--- src/rtl/coh_evclass_pkg.sv ---
package coh_evclass_pkg;
  typedef enum logic [3:0] {
    EV_DATA       = 4'd0,
    EV_DATA_LAST  = 4'd1,
    EV_DATA_PEER  = 4'd2,
    EV_DATA_EXCL  = 4'd3,
    EV_ACK        = 4'd4,
    EV_ACK_LAST   = 4'd5,
    EV_WB_DONE    = 4'd6,
    EV_INV        = 4'd7,
    EV_FWD_EXCL   = 4'd8,
    EV_FWD_SHARED = 4'd9,
    EV_FWD_INSTR  = 4'd10,
    EV_NONE       = 4'd15
  } ev_code_e;

  localparam logic [2:0] RSP_DATA  = 3'd0;
  localparam logic [2:0] RSP_EXCL  = 3'd1;
  localparam logic [2:0] RSP_ACK   = 3'd2;
  localparam logic [2:0] RSP_WBACK = 3'd3;

  localparam logic [2:0] FWD_INV   = 3'd0;
  localparam logic [2:0] FWD_GETX  = 3'd1;
  localparam logic [2:0] FWD_UPGR  = 3'd2;
  localparam logic [2:0] FWD_GETS  = 3'd3;
  localparam logic [2:0] FWD_INSTR = 3'd4;
endpackage

--- src/rtl/coh_evclass_decode.sv ---
module coh_evclass_decode
  import coh_evclass_pkg::*;
#(
  parameter int CNT_W = 6
) (
  input  logic             chan,
  input  logic [2:0]       kind,
  input  logic             from_peer,
  input  logic             line_gets,
  input  logic [CNT_W-1:0] acks,
  input  logic [CNT_W-1:0] pend,
  output ev_code_e         code,
  output logic             err,
  output logic             consume
);
  logic signed [CNT_W-1:0] remain;
  logic                    last;

  always_comb begin
    remain  = $signed(pend) - $signed(acks);
    last    = (remain == '0);
    code    = EV_NONE;
    err     = 1'b0;
    consume = 1'b0;
    if (!chan) begin
      case (kind)
        RSP_DATA: begin
          if (from_peer && line_gets) begin
            code = EV_DATA_PEER;
          end else begin
            consume = 1'b1;
            code    = last ? EV_DATA_LAST : EV_DATA;
          end
        end
        RSP_EXCL:  code = EV_DATA_EXCL;
        RSP_ACK: begin
          consume = 1'b1;
          code    = last ? EV_ACK_LAST : EV_ACK;
        end
        RSP_WBACK: code = EV_WB_DONE;
        default:   err  = 1'b1;
      endcase
    end else begin
      case (kind)
        FWD_INV:             code = EV_INV;
        FWD_GETX, FWD_UPGR:  code = EV_FWD_EXCL;
        FWD_GETS:            code = EV_FWD_SHARED;
        FWD_INSTR:           code = EV_FWD_INSTR;
        default:             err  = 1'b1;
      endcase
    end
  end
endmodule

--- src/rtl/coh_evclass_tbl.sv ---
module coh_evclass_tbl #(
  parameter int NSLOT  = 4,
  parameter int CNT_W  = 6,
  parameter int DATA_W = 16,
  localparam int SLOT_W = (NSLOT > 1) ? $clog2(NSLOT) : 1
) (
  input  logic              clk,
  input  logic              rst_n,
  input  logic              upd_en,
  input  logic [SLOT_W-1:0] upd_slot,
  input  logic [CNT_W-1:0]  upd_acks,
  output logic [CNT_W-1:0]  upd_pend,
  input  logic              alloc_req,
  input  logic [DATA_W-1:0] alloc_data,
  input  logic              alloc_dirty,
  output logic [SLOT_W-1:0] alloc_slot,
  output logic              alloc_stall,
  input  logic              free_req,
  input  logic [SLOT_W-1:0] free_slot,
  output logic              tbl_err,
  input  logic [SLOT_W-1:0] rd_slot,
  output logic              rd_live,
  output logic [CNT_W-1:0]  rd_pend,
  output logic [DATA_W-1:0] rd_data,
  output logic              rd_dirty
);
  logic [NSLOT-1:0]  live_q;
  logic [CNT_W-1:0]  pend_q  [NSLOT];
  logic [DATA_W-1:0] data_q  [NSLOT];
  logic [NSLOT-1:0]  dirty_q;
  logic              any_free;
  logic              alloc_go;

  always_comb begin
    alloc_slot = '0;
    any_free   = 1'b0;
    for (int i = NSLOT - 1; i >= 0; i--) begin
      if (!live_q[i]) begin
        alloc_slot = SLOT_W'(i);
        any_free   = 1'b1;
      end
    end
  end

  assign alloc_stall = alloc_req && !any_free;
  assign alloc_go    = alloc_req && any_free;
  assign upd_pend    = pend_q[upd_slot];

  always_ff @(posedge clk or negedge rst_n) begin
    if (!rst_n) begin
      live_q  <= '0;
      dirty_q <= '0;
      tbl_err <= 1'b0;
      for (int i = 0; i < NSLOT; i++) begin
        pend_q[i] <= '0;
        data_q[i] <= '0;
      end
    end else begin
      tbl_err <= free_req && !live_q[free_slot];
      for (int i = 0; i < NSLOT; i++) begin
        if (upd_en && upd_slot == SLOT_W'(i)) pend_q[i] <= pend_q[i] - upd_acks;
        if (free_req && free_slot == SLOT_W'(i)) live_q[i] <= 1'b0;
        if (alloc_go && alloc_slot == SLOT_W'(i)) begin
          live_q[i]  <= 1'b1;
          pend_q[i]  <= '0;
          data_q[i]  <= alloc_data;
          dirty_q[i] <= alloc_dirty;
        end
      end
    end
  end

  assign rd_live  = live_q[rd_slot];
  assign rd_pend  = pend_q[rd_slot];
  assign rd_data  = data_q[rd_slot];
  assign rd_dirty = dirty_q[rd_slot];
endmodule

--- src/rtl/coh_evclass.sv ---
module coh_evclass
  import coh_evclass_pkg::*;
#(
  parameter int NSLOT  = 4,
  parameter int CNT_W  = 6,
  parameter int DATA_W = 16,
  localparam int SLOT_W = (NSLOT > 1) ? $clog2(NSLOT) : 1
) (
  input  logic              clk,
  input  logic              rst_n,
  input  logic              msg_valid,
  output logic              msg_ready,
  input  logic              msg_chan,
  input  logic [2:0]        msg_kind,
  input  logic              msg_from_peer,
  input  logic              msg_line_gets,
  input  logic [CNT_W-1:0]  msg_acks,
  input  logic [SLOT_W-1:0] msg_slot,
  output logic              ev_valid,
  input  logic              ev_ready,
  output logic [3:0]        ev_code,
  output logic              ev_err,
  input  logic              alloc_req,
  input  logic [DATA_W-1:0] alloc_data,
  input  logic              alloc_dirty,
  output logic [SLOT_W-1:0] alloc_slot,
  output logic              alloc_stall,
  input  logic              free_req,
  input  logic [SLOT_W-1:0] free_slot,
  output logic              tbl_err,
  input  logic [SLOT_W-1:0] rd_slot,
  output logic              rd_live,
  output logic [CNT_W-1:0]  rd_pend,
  output logic [DATA_W-1:0] rd_data,
  output logic              rd_dirty
);
  logic             take;
  logic [CNT_W-1:0] cur_pend;
  ev_code_e         dec_code;
  logic             dec_err;
  logic             dec_consume;

  assign msg_ready = !ev_valid || ev_ready;
  assign take      = msg_valid && msg_ready;

  coh_evclass_decode #(.CNT_W(CNT_W)) u_dec (
    .chan      (msg_chan),
    .kind      (msg_kind),
    .from_peer (msg_from_peer),
    .line_gets (msg_line_gets),
    .acks      (msg_acks),
    .pend      (cur_pend),
    .code      (dec_code),
    .err       (dec_err),
    .consume   (dec_consume)
  );

  coh_evclass_tbl #(.NSLOT(NSLOT), .CNT_W(CNT_W), .DATA_W(DATA_W)) u_tbl (
    .clk         (clk),
    .rst_n       (rst_n),
    .upd_en      (take && dec_consume),
    .upd_slot    (msg_slot),
    .upd_acks    (msg_acks),
    .upd_pend    (cur_pend),
    .alloc_req   (alloc_req),
    .alloc_data  (alloc_data),
    .alloc_dirty (alloc_dirty),
    .alloc_slot  (alloc_slot),
    .alloc_stall (alloc_stall),
    .free_req    (free_req),
    .free_slot   (free_slot),
    .tbl_err     (tbl_err),
    .rd_slot     (rd_slot),
    .rd_live     (rd_live),
    .rd_pend     (rd_pend),
    .rd_data     (rd_data),
    .rd_dirty    (rd_dirty)
  );

  always_ff @(posedge clk or negedge rst_n) begin
    if (!rst_n) begin
      ev_valid <= 1'b0;
      ev_code  <= EV_NONE;
      ev_err   <= 1'b0;
    end else if (take) begin
      ev_valid <= 1'b1;
      ev_code  <= dec_code;
      ev_err   <= dec_err;
    end else if (ev_ready) begin
      ev_valid <= 1'b0;
    end
  end
endmodule

--- config.mk ---
export PLATFORM = sky130hd
export DESIGN_NAME = coh_evclass
export DESIGN_NICKNAME = d
export VERILOG_FILES = /design/src/rtl/coh_evclass_pkg.sv /design/src/rtl/coh_evclass_decode.sv /design/src/rtl/coh_evclass_tbl.sv /design/src/rtl/coh_evclass.sv
export SDC_FILE = /design/constraint.sdc
export NUM_CORES = 1
export LEC_CHECK = 0
export BUFFER_PORTS_ARGS = -buffer_cell sky130_fd_sc_hd__buf_2
export CAP_MARGIN = 5
export CORE_ASPECT_RATIO = 0.7
export CORE_MARGIN = 2
export CORE_UTILIZATION = 30
export CTS_BUF_LIST = sky130_fd_sc_hd__clkbuf_8
export DETAILED_ROUTE_END_ITERATION = 10
export MAX_ROUTING_LAYER = met4
export SLEW_MARGIN = 20
export SYNTH_ARGS = -nofsm -noshare
export SYNTH_HDL_FRONTEND = slang
export SYNTH_SLANG_ARGS = --single-unit
--- constraint.sdc ---
create_clock -name clk -period 2.3 [get_ports clk]
set_clock_uncertainty 0.2 [all_clocks]
set_input_delay 0.23 -clock clk [delete_from_list [all_inputs] [get_ports clk]]
set_output_delay 0.23 -clock clk [all_outputs]
set_load 0.05 [all_outputs]
==> impl_metrics.ini, run 1 <==
[run_status]
status = complete, but fails checks
violations = setup timing

[global_route]
grt_pass1_vias = 4638
grt_overflow = 0
grt_antenna_before_repair = 0
grt_max_degree = 46
grt_pass1_wl_um = 25300
grt_util_all_layers_pct = 16.5

[hold_path]
worstHoldPathType = in -> reg

[sta]
hold_violations = 0
finalSetupViolCount = 1
fmax_mhz = 428
post-route-period-util_pct = 102
setup_tns_ns = -0.0361
slew_headroom_pct = 63.5
worst_slew_pin_slew_ns = 0.548
slew_viol_final = 0
rsz0062_at_grt = true
fin_crit_ns = 2.34
setup_ws_ns = -0.0361

[yosys]
synth.top_cells.by_area = dfrtp_1, mux4_2, mux2_2
synth-edff-count = 0
synth-main-ff-cell = dfrtp_1
postSynth.asyncResetShare_pct = 100
yosysSeqAreaShare_pct = 43.6
avgSynthCellArea_um2 = 11.5
syn_inst = 515
synth_cell_types = 54
synth.largest_area_cell = dfrtp_1
synth-warning-count = 0
post-synth-top-area-fraction_pct = 41.8
syn_nets = 585
ys_ff_latch = 103
netlist_area_mm2 = 0.00592

[placement]
place_area_mm2 = 0.00676
dp_cells = 852
post-place-ws_ns = -0.00537
portBuffers = 75
hpwl_um = 11200
gp_congestion = 0.887

[routing]
vias = 4536
drt_iter0_drc = 290
drt_wl_total_um = 15800
final_antenna_net_count = 0
wl_per_cell_um = 17.5
viasPerCell = 5.03
dr.pass1.iters = 4
drc = 0

[clock_tree]
htree_levels = 3
cts_num_sinks = 103
clkTransAtPathRegs_ns = 0.11
clk_latency_ns = 0.39
cts.path.max_buffers = 2
cts_buffers = 9
tritoncts = yes
clockRootBuffer = clkbuf_8

[worst_setup_path]
worstSetupEndpointType = flip-flop
path_max_fanout = 4
cp.required_ns = 2.43
startpoint_type = flip-flop
worstPathArrival_ns = 2.47
critPathKind = reg -> reg

[floorplan]
die_area_mm2 = 0.0209
io_pins = 76
design.core.area_mm2 = 0.0191
row_count = 42
start_util_pct = 31.0
die_h_um = 122
die_w_um = 172

[finish]
final_net_count = 703
drive_above_1_share_pct = 36.8
synthToLayoutAreaGrowth_pct = 24.2
insertedDiodeCount = 0
final_area_mm2 = 0.00736
fin_cells = 902

[pwr]
p_per_area_mw_per_mm2 = 938
power_leakage_nw = 3.27
power_mw = 6.90
vdd_ir_drop_max_mv = 0.646

[run]
cap_violations = 0
-- kinds of logic (layout without fill, tap and decap cells) --
kind of cell | count (synthesis) | after routing | synth area share [%]
AND/OR/NAND/NOR | 167 | 167 | 13.9
flip-flops | 103 | 103 | 43.6
multiplexers | 93 | 93 | 23.4
AO/OA/AOI/OAI | 72 | 72 | 8.14
buffers and inverters | 44 | 167 | 3.17
adder cells (fa/ha/maj) | 29 | 29 | 6.64
XOR/XNOR | 7 | 7 | 1.16
-- metal layers --
metal | track usage, % | routed length, µm | share of wire [%] | vias to the layer above
met5 | - | 0 | 0 | -
li1 | - | - | - | 2089
met2 | 24.8 | 7320 | 46 | 110
met1 | 22.7 | 7490 | 47 | 2327
met4 | 3.36 | 114 | 0.72 | 0
met3 | 4.13 | 892 | 5.6 | 10
-- cells in the mapped netlist (2+ instances only) --
cell      instances
mux2_2           49
or2_2             7
clkbuf_1         13
mux2i_1          10
fa_1              4
nor3_2            4
dfstp_2           4
xor2_1            2
nor3_1            7
nand3b_1          4
nand2b_1         10
and3_1            2
dfrtp_1          99
nand4_1           4
ha_1             25
nor2_1           17
xnor2_1           4
nand3_1           4
mux4_2           31
or3_1             3
nand2_1          83
inv_1            18
o21a_1           10
a211oi_1          5
o21ai_0          16
nor2b_1          11
a21o_1            2
buf_2             9
nor4_1            5
mux2_1            3
nand3_2           3
o31a_1            5
a21oi_1          18
o22ai_1           4
-- registers in the layout, summed over array words and instances, names as in the netlist --
register	cells
ev_code	4
ev_err	1
ev_valid	1
u_tbl.data_q	64
u_tbl.dirty_q	4
u_tbl.live_q	4
u_tbl.pend_q	24
u_tbl.tbl_err	1
-- path summary, 6_finish.rpt --
kind | startpoint | to | slack, ns | cells after the start
worst max-delay path | u_tbl.pend_q[7]$_DFFE_PN0P_ | ev_code[0]$_DFFE_PN1P_ | -0.04 | 8
worst min-delay path | msg_chan | ev_err$_DFFE_PN0P_ | 0.02 | 4
worst max register to register | u_tbl.pend_q[7]$_DFFE_PN0P_ | ev_code[0]$_DFFE_PN1P_ | -0.04 | 8
worst min register to register | ev_err$_DFFE_PN0P_ | ev_err$_DFFE_PN0P_ | 0.29 | 2
max in group asynchronous | rst_n | u_tbl.data_q[42]$_DFFE_PN0P_ | 1.01 | 3
min in group asynchronous | rst_n | u_tbl.data_q[56]$_DFFE_PN0P_ | 0.15 | 2
-- area by class of cell --
type,count,area (µm²)
repair buffers,132,936
multi-input cells,368,3230
clock buffers,9,124
inverters,19,71.3
fillers,1884,11800
well taps,264,330
flip-flops and latches,103,2580
clock inverters,7,86.3
-- layout by cell type, fill, tap and decap left out, drive strengths merged, types with 11 or more instances in the layout --
| cell | count |
|---|---|
| mux4 | 31 |
| dlygate4sd3 | 27 |
| buf | 105 |
| dfrtp | 99 |
| inv | 21 |
| nor2 | 17 |
| a21oi | 19 |
| nor2b | 11 |
| o21ai | 17 |
| nand2 | 83 |
| nor3 | 12 |
| mux2 | 52 |
| ha | 25 |
-- per-stage QoR --
step / hold WS, ns / utilization [%]
4_1_cts: 0.00393 / 37.9
3_3_place_gp: 0.0409 / 35.3
5_1_grt: 0.0555 / 38.5
6_report: 0.0246 / 38.5
2_1_floorplan: -0.266 / -
3_5_place_dp: 0.0479 / 35.3
-- worst max-delay path, cell delays in order, from the launching register on --
cell,delay (ns)
dfrtp_1,0.44
mux4_2,0.51
ha_4,0.29
nor2b_4,0.14
o211ai_1,0.11
buf_4,0.16
a211oi_2,0.21
a41oi_1,0.07
o21ai_1,0.16
-- what timing repair did --
action | in CTS | in global routing
hold buffers | 27 | 0
gates resized for setup | 0 | 10
setup buffers | 0 | 7
endpoints found under the setup margin | 0 | 9
endpoints found under the hold margin | 109 | 0
-- power by group --
group          switching, mW  internal, mW  total, mW
logic                   1.66          1.19       2.85
registers              0.373          2.44       2.82
clock network          0.706         0.526       1.23
No activity file was read; power rests on OpenSTA's default activity.
==> inputs of run 2 (changes only) <==
ABC_AREA = 1   (was unset)
CORE_MARGIN = unset   (was 2)
HOLD_SLACK_MARGIN = 0.02   (was unset)
==> run 2 against run 1 <==
  * Cell count up 25%
  * Clock power rose by 9%
  * Maximum frequency rose by 9.9%
  * Largest power group is now sequential cells
  * Critical path type is now reg -> out
  * Synthesized cell count increased by 43%
  * Final area down 0.17%
  * Critical path depth down 3
  * Largest cell class unchanged
  * The flow now finishes without violations
  * Highest routed layer unchanged
  * Sequential power rose by 4%
==> impl_metrics.ini, run 2 <==
[finish]
synthToLayoutAreaGrowth_pct = 23.3
most-common-layout-cells = nand2_1, o21ai_0, dfrtp_1
final_net_count = 924
drive_above_1_share_pct = 21.2
insertedDiodeCount = 0
largest_register_ffs = 64
finalCoreUtilization_pct = 38.3
layout_commonest_cell = nand2_1
top_register = u_tbl.data_q
top_regs = u_tbl.data_q x64, u_tbl.pend_q x24

[worst_setup_path]
cp.required_ns = 1.87
critPathKind = reg -> out
path_cells = inv_1, o21ai_0, a21oi_1, a21oi_1, buf_2
startpoint_type = flip-flop
path_common_cell = a21oi_1
reg2reg_slack_ns = 0.20
cpPeakStageDelay_ns = 0.47
worstPathArrival_ns = 1.70
cp_slowest_cell = dfrtp_1
r2r_start = u_tbl.pend_q[22]$_DFFE_PN0P_
r2r_end = ev_code[0]$_DFFE_PN1P_
worstSetupEndpointType = output pin
path_max_fanout = 3
reg2regPathDepth = 15

[clock_tree]
htree_levels = 3
cts_buffers = 9
clkTransAtPathRegs_ns = 0.10
tritoncts = yes
clockRootBuffer = clkbuf_8
clk_latency_ns = 0.39
cts.path.max_buffers = 2
cts_num_sinks = 103

[routing]
drt_iter0_drc = 395
viasPerCell = 4.74
dr.pass1.iters = 5
final_antenna_net_count = 0
drt_wl_total_um = 16400
wl_per_cell_um = 14.6
drc = 0
vias = 5325

[yosys]
synth.top_cells.by_area = dfrtp_1, nand2_1, o21ai_0
ys_ff_latch = 103
syn_inst = 737
synth.largest_area_cell = dfrtp_1
syn_nets = 807
postSynth.asyncResetShare_pct = 100
synth-edff-count = 0
yosysSeqAreaShare_pct = 43.4
synth-main-ff-cell = dfrtp_1
netlist_area_mm2 = 0.00596
avgSynthCellArea_um2 = 8.08
synthTopCellsByCount = nand2_1, o21ai_0, dfrtp_1
synth_cell_types = 41
synth-warning-count = 0
yosysMostFrequentCell = nand2_1
post-synth-top-area-fraction_pct = 41.6

[global_route]
grt_max_degree = 48
grt_util_all_layers_pct = 17.3
grt_pass1_wl_um = 26500
grt_overflow = 0
grt_antenna_before_repair = 0
grt_pass1_vias = 5008

[pwr]
power_switching_mw = 2.98
clkPwrFrac_pct = 18.6
p_per_area_mw_per_mm2 = 977
power_leakage_nw = 3.59
sw_frac_of_total_pct = 41.5
p_int_mw = 4.20
seqPwrFrac_pct = 40.7
vdd_ir_drop_max_mv = 0.481
combPwrFrac_pct = 40.6

[sta]
post-route-period-util_pct = 92.4
worst_slew_pin_slew_ns = 0.566
hold_violations = 0
slew_viol_final = 0
slew_headroom_pct = 62.2
setup_tns_ns = 0
fmax_mhz = 471
fin_crit_ns = 2.13
rsz0062_at_grt = false
finalSetupViolCount = 0

[floorplan]
die_w_um = 170
die_area_mm2 = 0.0204
design.core.area_mm2 = 0.0192
row_count = 42
die_h_um = 120
start_util_pct = 31.1
io_pins = 76

[placement]
portBuffers = 75
hpwl_um = 11800
gp_congestion = 0.949

[hold_path]
worstHoldStart = msg_kind[1]
holdPathEnd = ev_code[3]$_DFFE_PN1P_
worstHoldPathType = in -> reg
whs_path_depth = 3

[run]
cap_violations = 0

[run_status]
status = complete, no violations
==> run 2: critical path, delay by kind of cell, from the launching register on <==
kind / cells / cell delay (ns)
AO/OA/AOI/OAI: 3 / 0.43
buffers and inverters: 2 / 0.41
flip-flops: 1 / 0.47
==> run 2: power by group through the flow <==
stage,combinational [mW],sequential (mW),clock (mW)
final,2.92,2.92,1.34
after global routing,3.26,3.01,1.46
after CTS,2.90,2.91,1.39
after detailed placement,2.84,2.94,0
after global placement,2.80,2.93,0
after floorplan,2.16,2.89,0
==> run 2: worst max path at each step <==
stage	startpoint	endpoint	cells past startpoint	slack, ns
finish	u_tbl.pend_q[13]$_DFFE_PN0P_	rd_pend[1]	5	0.17
global route	u_tbl.pend_q[22]$_DFFE_PN0P_	ev_code[0]$_DFFE_PN1P_	15	0.003
CTS	u_tbl.pend_q[20]$_DFFE_PN0P_	ev_code[0]$_DFFE_PN1P_	12	0.12
detailed placement	msg_slot[1]	ev_code[0]$_DFFE_PN1P_	15	-0.02
global placement	msg_slot[1]	ev_code[0]$_DFFE_PN1P_	18	0.04
floorplan	u_tbl.live_q[1]$_DFFE_PN0P_	alloc_stall	4	0.16
==> run 2: layer usage <==
layer	vias to the layer above	routed length (µm)	GRT usage, %
met5	-	0	-
met3	22	757	3.20
met1	2488	8650	26.0
li1	2690	-	-
met4	0	229	4.39
met2	125	6720	23.7
==> run 2: area by class of cell <==
| class | count | area, µm² |
|---|---|---|
| fillers | 2016 | 11800 |
| repair buffers | 135 | 933 |
| clock inverters | 5 | 85.1 |
| clock buffers | 11 | 151 |
| well taps | 264 | 330 |
| flip-flops and latches | 103 | 2580 |
| inverters | 95 | 357 |
| multi-input cells | 510 | 2900 |
==> run 2: kinds of logic after synthesis <==
logic type               count (synthesis)  synth area share (%)
flip-flops                             103                  43.4
AND/OR/NAND/NOR                        257                  18.6
buffers and inverters                  124                  8.87
XOR/XNOR                                14                  2.06
adder cells (fa/ha/maj)                 29                  6.60
AO/OA/AOI/OAI                          210                  20.5
==> run 2: timing repair <==
| action | in CTS | in global routing |
|---|---|---|
| setup endpoints to repair | 0 | 1 |
| buffers inserted | 0 | 1 |
| resized for setup | 0 | 13 |
| hold endpoints to repair | 117 | 0 |
| hold buffers | 32 | 0 |
==> run 2: per-stage QoR <==
stage,cells,power (mW),instance area (µm²),hold WS (ns),setup slack (ns)
after global routing,1123,7.72,7340,0.0731,0.00272
after detailed placement,1074,5.78,6720,0.0672,-0.0250
after global placement,1074,5.73,6720,0.0684,0.0360
after CTS,1122,7.20,7280,0.0251,0.125
final,1123,7.17,7340,0.0529,0.175
after floorplan,737,5.05,5960,-0.266,0.157
==> inputs of run 3 (changes only) <==
--- a/config.mk
+++ b/config.mk
@@ -6,5 +6,4 @@
 export NUM_CORES = 1
 export LEC_CHECK = 0
-export ABC_AREA = 1
 export BUFFER_PORTS_ARGS = -buffer_cell sky130_fd_sc_hd__buf_2
 export CAP_MARGIN = 5
@@ -15,4 +14,5 @@
 export HOLD_SLACK_MARGIN = 0.02
 export MAX_ROUTING_LAYER = met4
+export SKIP_LAST_GASP = 1
 export SLEW_MARGIN = 20
 export SYNTH_ARGS = -nofsm -noshare
==> constraint.sdc (replaced) <==
create_clock -name clk -period 2.3 [get_ports clk]
set_clock_uncertainty 0.2 [all_clocks]
set_input_delay 0.69 -clock clk [delete_from_list [all_inputs] [get_ports clk]]
set_output_delay 0.69 -clock clk [all_outputs]
set_load 0.05 [all_outputs]
==> run 3 against run 2 <==
  * The flow now finishes with violations (setup timing)
  * Die area down 0.58%
  * Clock power down 16%
  * Hold slack better by 0.23 ns
  * Critical path type is now in -> out
  * Largest power group is now combinational logic
==> impl_metrics.ini, run 3 (synthesized netlist as in run 1, its figures left out) <==
[run_status]
status = complete, but fails checks
violations = setup timing

[sta]
fmax_mhz = 387
fin_crit_ns = 2.58
post-route-period-util_pct = 112
rsz0062_at_grt = true
finalSetupViolCount = 25
setup_ws_ns = -0.285
slew_viol_final = 0
slew_headroom_pct = 62.1
worst_slew_pin_slew_ns = 0.564
setup_tns_ns = -5.64
hold_violations = 0

[hold_path]
worstHoldStart = u_tbl.data_q[44]$_DFFE_PN0P_
worstHoldPathType = reg -> reg
whs_path_depth = 2
holdPathEnd = u_tbl.data_q[44]$_DFFE_PN0P_

[worst_setup_path]
cp.required_ns = 1.41
startpoint_type = primary input
critPathKind = in -> out
reg2regPathDepth = 8
path_cells = buf_12, buf_12, mux4_2, buf_8
reg2reg_slack_ns = -0.03
cpPeakStageDelay_ns = 0.57
r2r_start = u_tbl.pend_q[19]$_DFFE_PN0P_
cp_slowest_cell = mux4_2
r2r_end = u_tbl.pend_q[23]$_DFFE_PN0P_
crit_start = rd_slot[0]
worstPathArrival_ns = 1.69
worstSetupEndpointType = output pin
path_max_fanout = 7
path_common_cell = buf_12

[routing]
wl_per_cell_um = 17.3
drt_wl_total_um = 16000
drc = 0
final_antenna_net_count = 0
dr.pass1.iters = 5
viasPerCell = 4.99
drt_iter0_drc = 298
vias = 4629

[finish]
drive_above_1_share_pct = 43.8
final_net_count = 727
finalCoreUtilization_pct = 40.4
fill_cells = 1863
regArea_mm2 = 0.00258
top_register = u_tbl.data_q
top_regs = u_tbl.data_q x64, u_tbl.pend_q x24
layout_commonest_cell = dfrtp_1
multi_input_area_mm2 = 0.00322
synthToLayoutAreaGrowth_pct = 30.5
largest_register_ffs = 64
most-common-layout-cells = dfrtp_1, nand2_1, buf_4

[placement]
hpwl_um = 12200
portBuffers = 75
gp_congestion = 0.855

[floorplan]
die_area_mm2 = 0.0203
die_h_um = 120
row_count = 42
die_w_um = 170
start_util_pct = 31.0
io_pins = 76
design.core.area_mm2 = 0.0191

[clock_tree]
cts.path.max_buffers = 2
cts_buffers = 9
htree_levels = 3
clkTransAtPathRegs_ns = 0.10
clk_latency_ns = 0.38
tritoncts = yes
clockRootBuffer = clkbuf_8
cts_num_sinks = 103

[pwr]
p_per_area_mw_per_mm2 = 936
vdd_ir_drop_max_mv = 0.656
power_leakage_nw = 3.47

[global_route]
grt_antenna_before_repair = 1
grt_max_degree = 38
grt_pass1_vias = 4923
grt_util_all_layers_pct = 17.1
grt_overflow = 0
grt_pass1_wl_um = 25900

[run]
cap_violations = 0
## run 3: cell types whose count changed in the layout (fill, tap and decap cells not counted), sizes merged, moves of 15 or more
cell / delta
inv: -74
nand2: -77
nand3: -15
o22ai: -30
buf: +52
o21ai: -114
dlygate4sd3: -31
mux2: +52
nor2: -44
mux4: +31
## run 3: critical path: cells and delay by family
kind,cells,cell delay [ns]
buffers and inverters,3,0.42
muxes,1,0.57
## run 3: power breakdown
| group | switching [mW] | total [mW] | internal, mW |
|---|---|---|---|
| logic | 1.76 | 3.31 | 1.55 |
| registers | 0.364 | 2.81 | 2.44 |
| clock network | 0.698 | 1.12 | 0.420 |
| total | 2.82 | 7.23 | 4.41 |
## run 3: through the flow
| stage | instances | area, µm² | power, mW | setup WS, ns | hold WS [ns] |
|---|---|---|---|---|---|
| after global routing | 927 | 7730 | 7.65 | -0.309 | 0.315 |
| after floorplan | 515 | 6030 | 4.87 | -0.373 | 0.194 |
| final | 927 | 7730 | 7.23 | -0.285 | 0.286 |
| after detailed placement | 904 | 7240 | 5.79 | -0.473 | 0.262 |
| after global placement | 904 | 7240 | 5.62 | -0.497 | 0.252 |
| after CTS | 926 | 7690 | 7.26 | -0.290 | 0.289 |
## run 3: repair_timing
item                                   4_1_cts  5_1_grt
gates resized for setup                     61       10
setup buffers                                4        0
cloned                                       1        0
endpoints found under the hold margin       18        0
pin swaps                                    4        1
hold buffers                                 1        0
setup endpoints to repair                   28       31
## run 3: how the worst max path moves through the flow
| stage | slack [ns] | cells past startpoint | end |
|---|---|---|---|
| final | -0.28 | 4 | rd_pend[0] |
| after global routing | -0.31 | 4 | rd_pend[0] |
| after CTS | -0.29 | 4 | rd_pend[0] |
| after detailed placement | -0.47 | 8 | ev_code[0]$_DFFE_PN1P_ |
| after global placement | -0.50 | 8 | ev_code[0]$_DFFE_PN1P_ |
| after floorplan | -0.37 | 9 | ev_code[0]$_DFFE_PN1P_ |
## run 3: layout make-up
| cell class | count | share of cell area, % |
|---|---|---|
| Inverter | 19 | 0.972 |
| Clock inverter | 7 | 0.793 |
| Multi-Input combinational cell | 368 | 41.7 |
| Tap cell | 264 | 4.27 |
| Sequential cell | 103 | 33.4 |
| Clock buffer | 9 | 1.60 |
| Timing Repair Buffer | 156 | 17.2 |
| Antenna cell | 1 | 0.0324 |
## run 3: routing by layer
layer,global-route usage [%],vias up,share of wire (%)
met5,-,-,0
met4,3.77,0,0.97
met3,3.23,16,4.1
met2,26.7,119,47
met1,23.3,2351,48
li1,-,2143,-
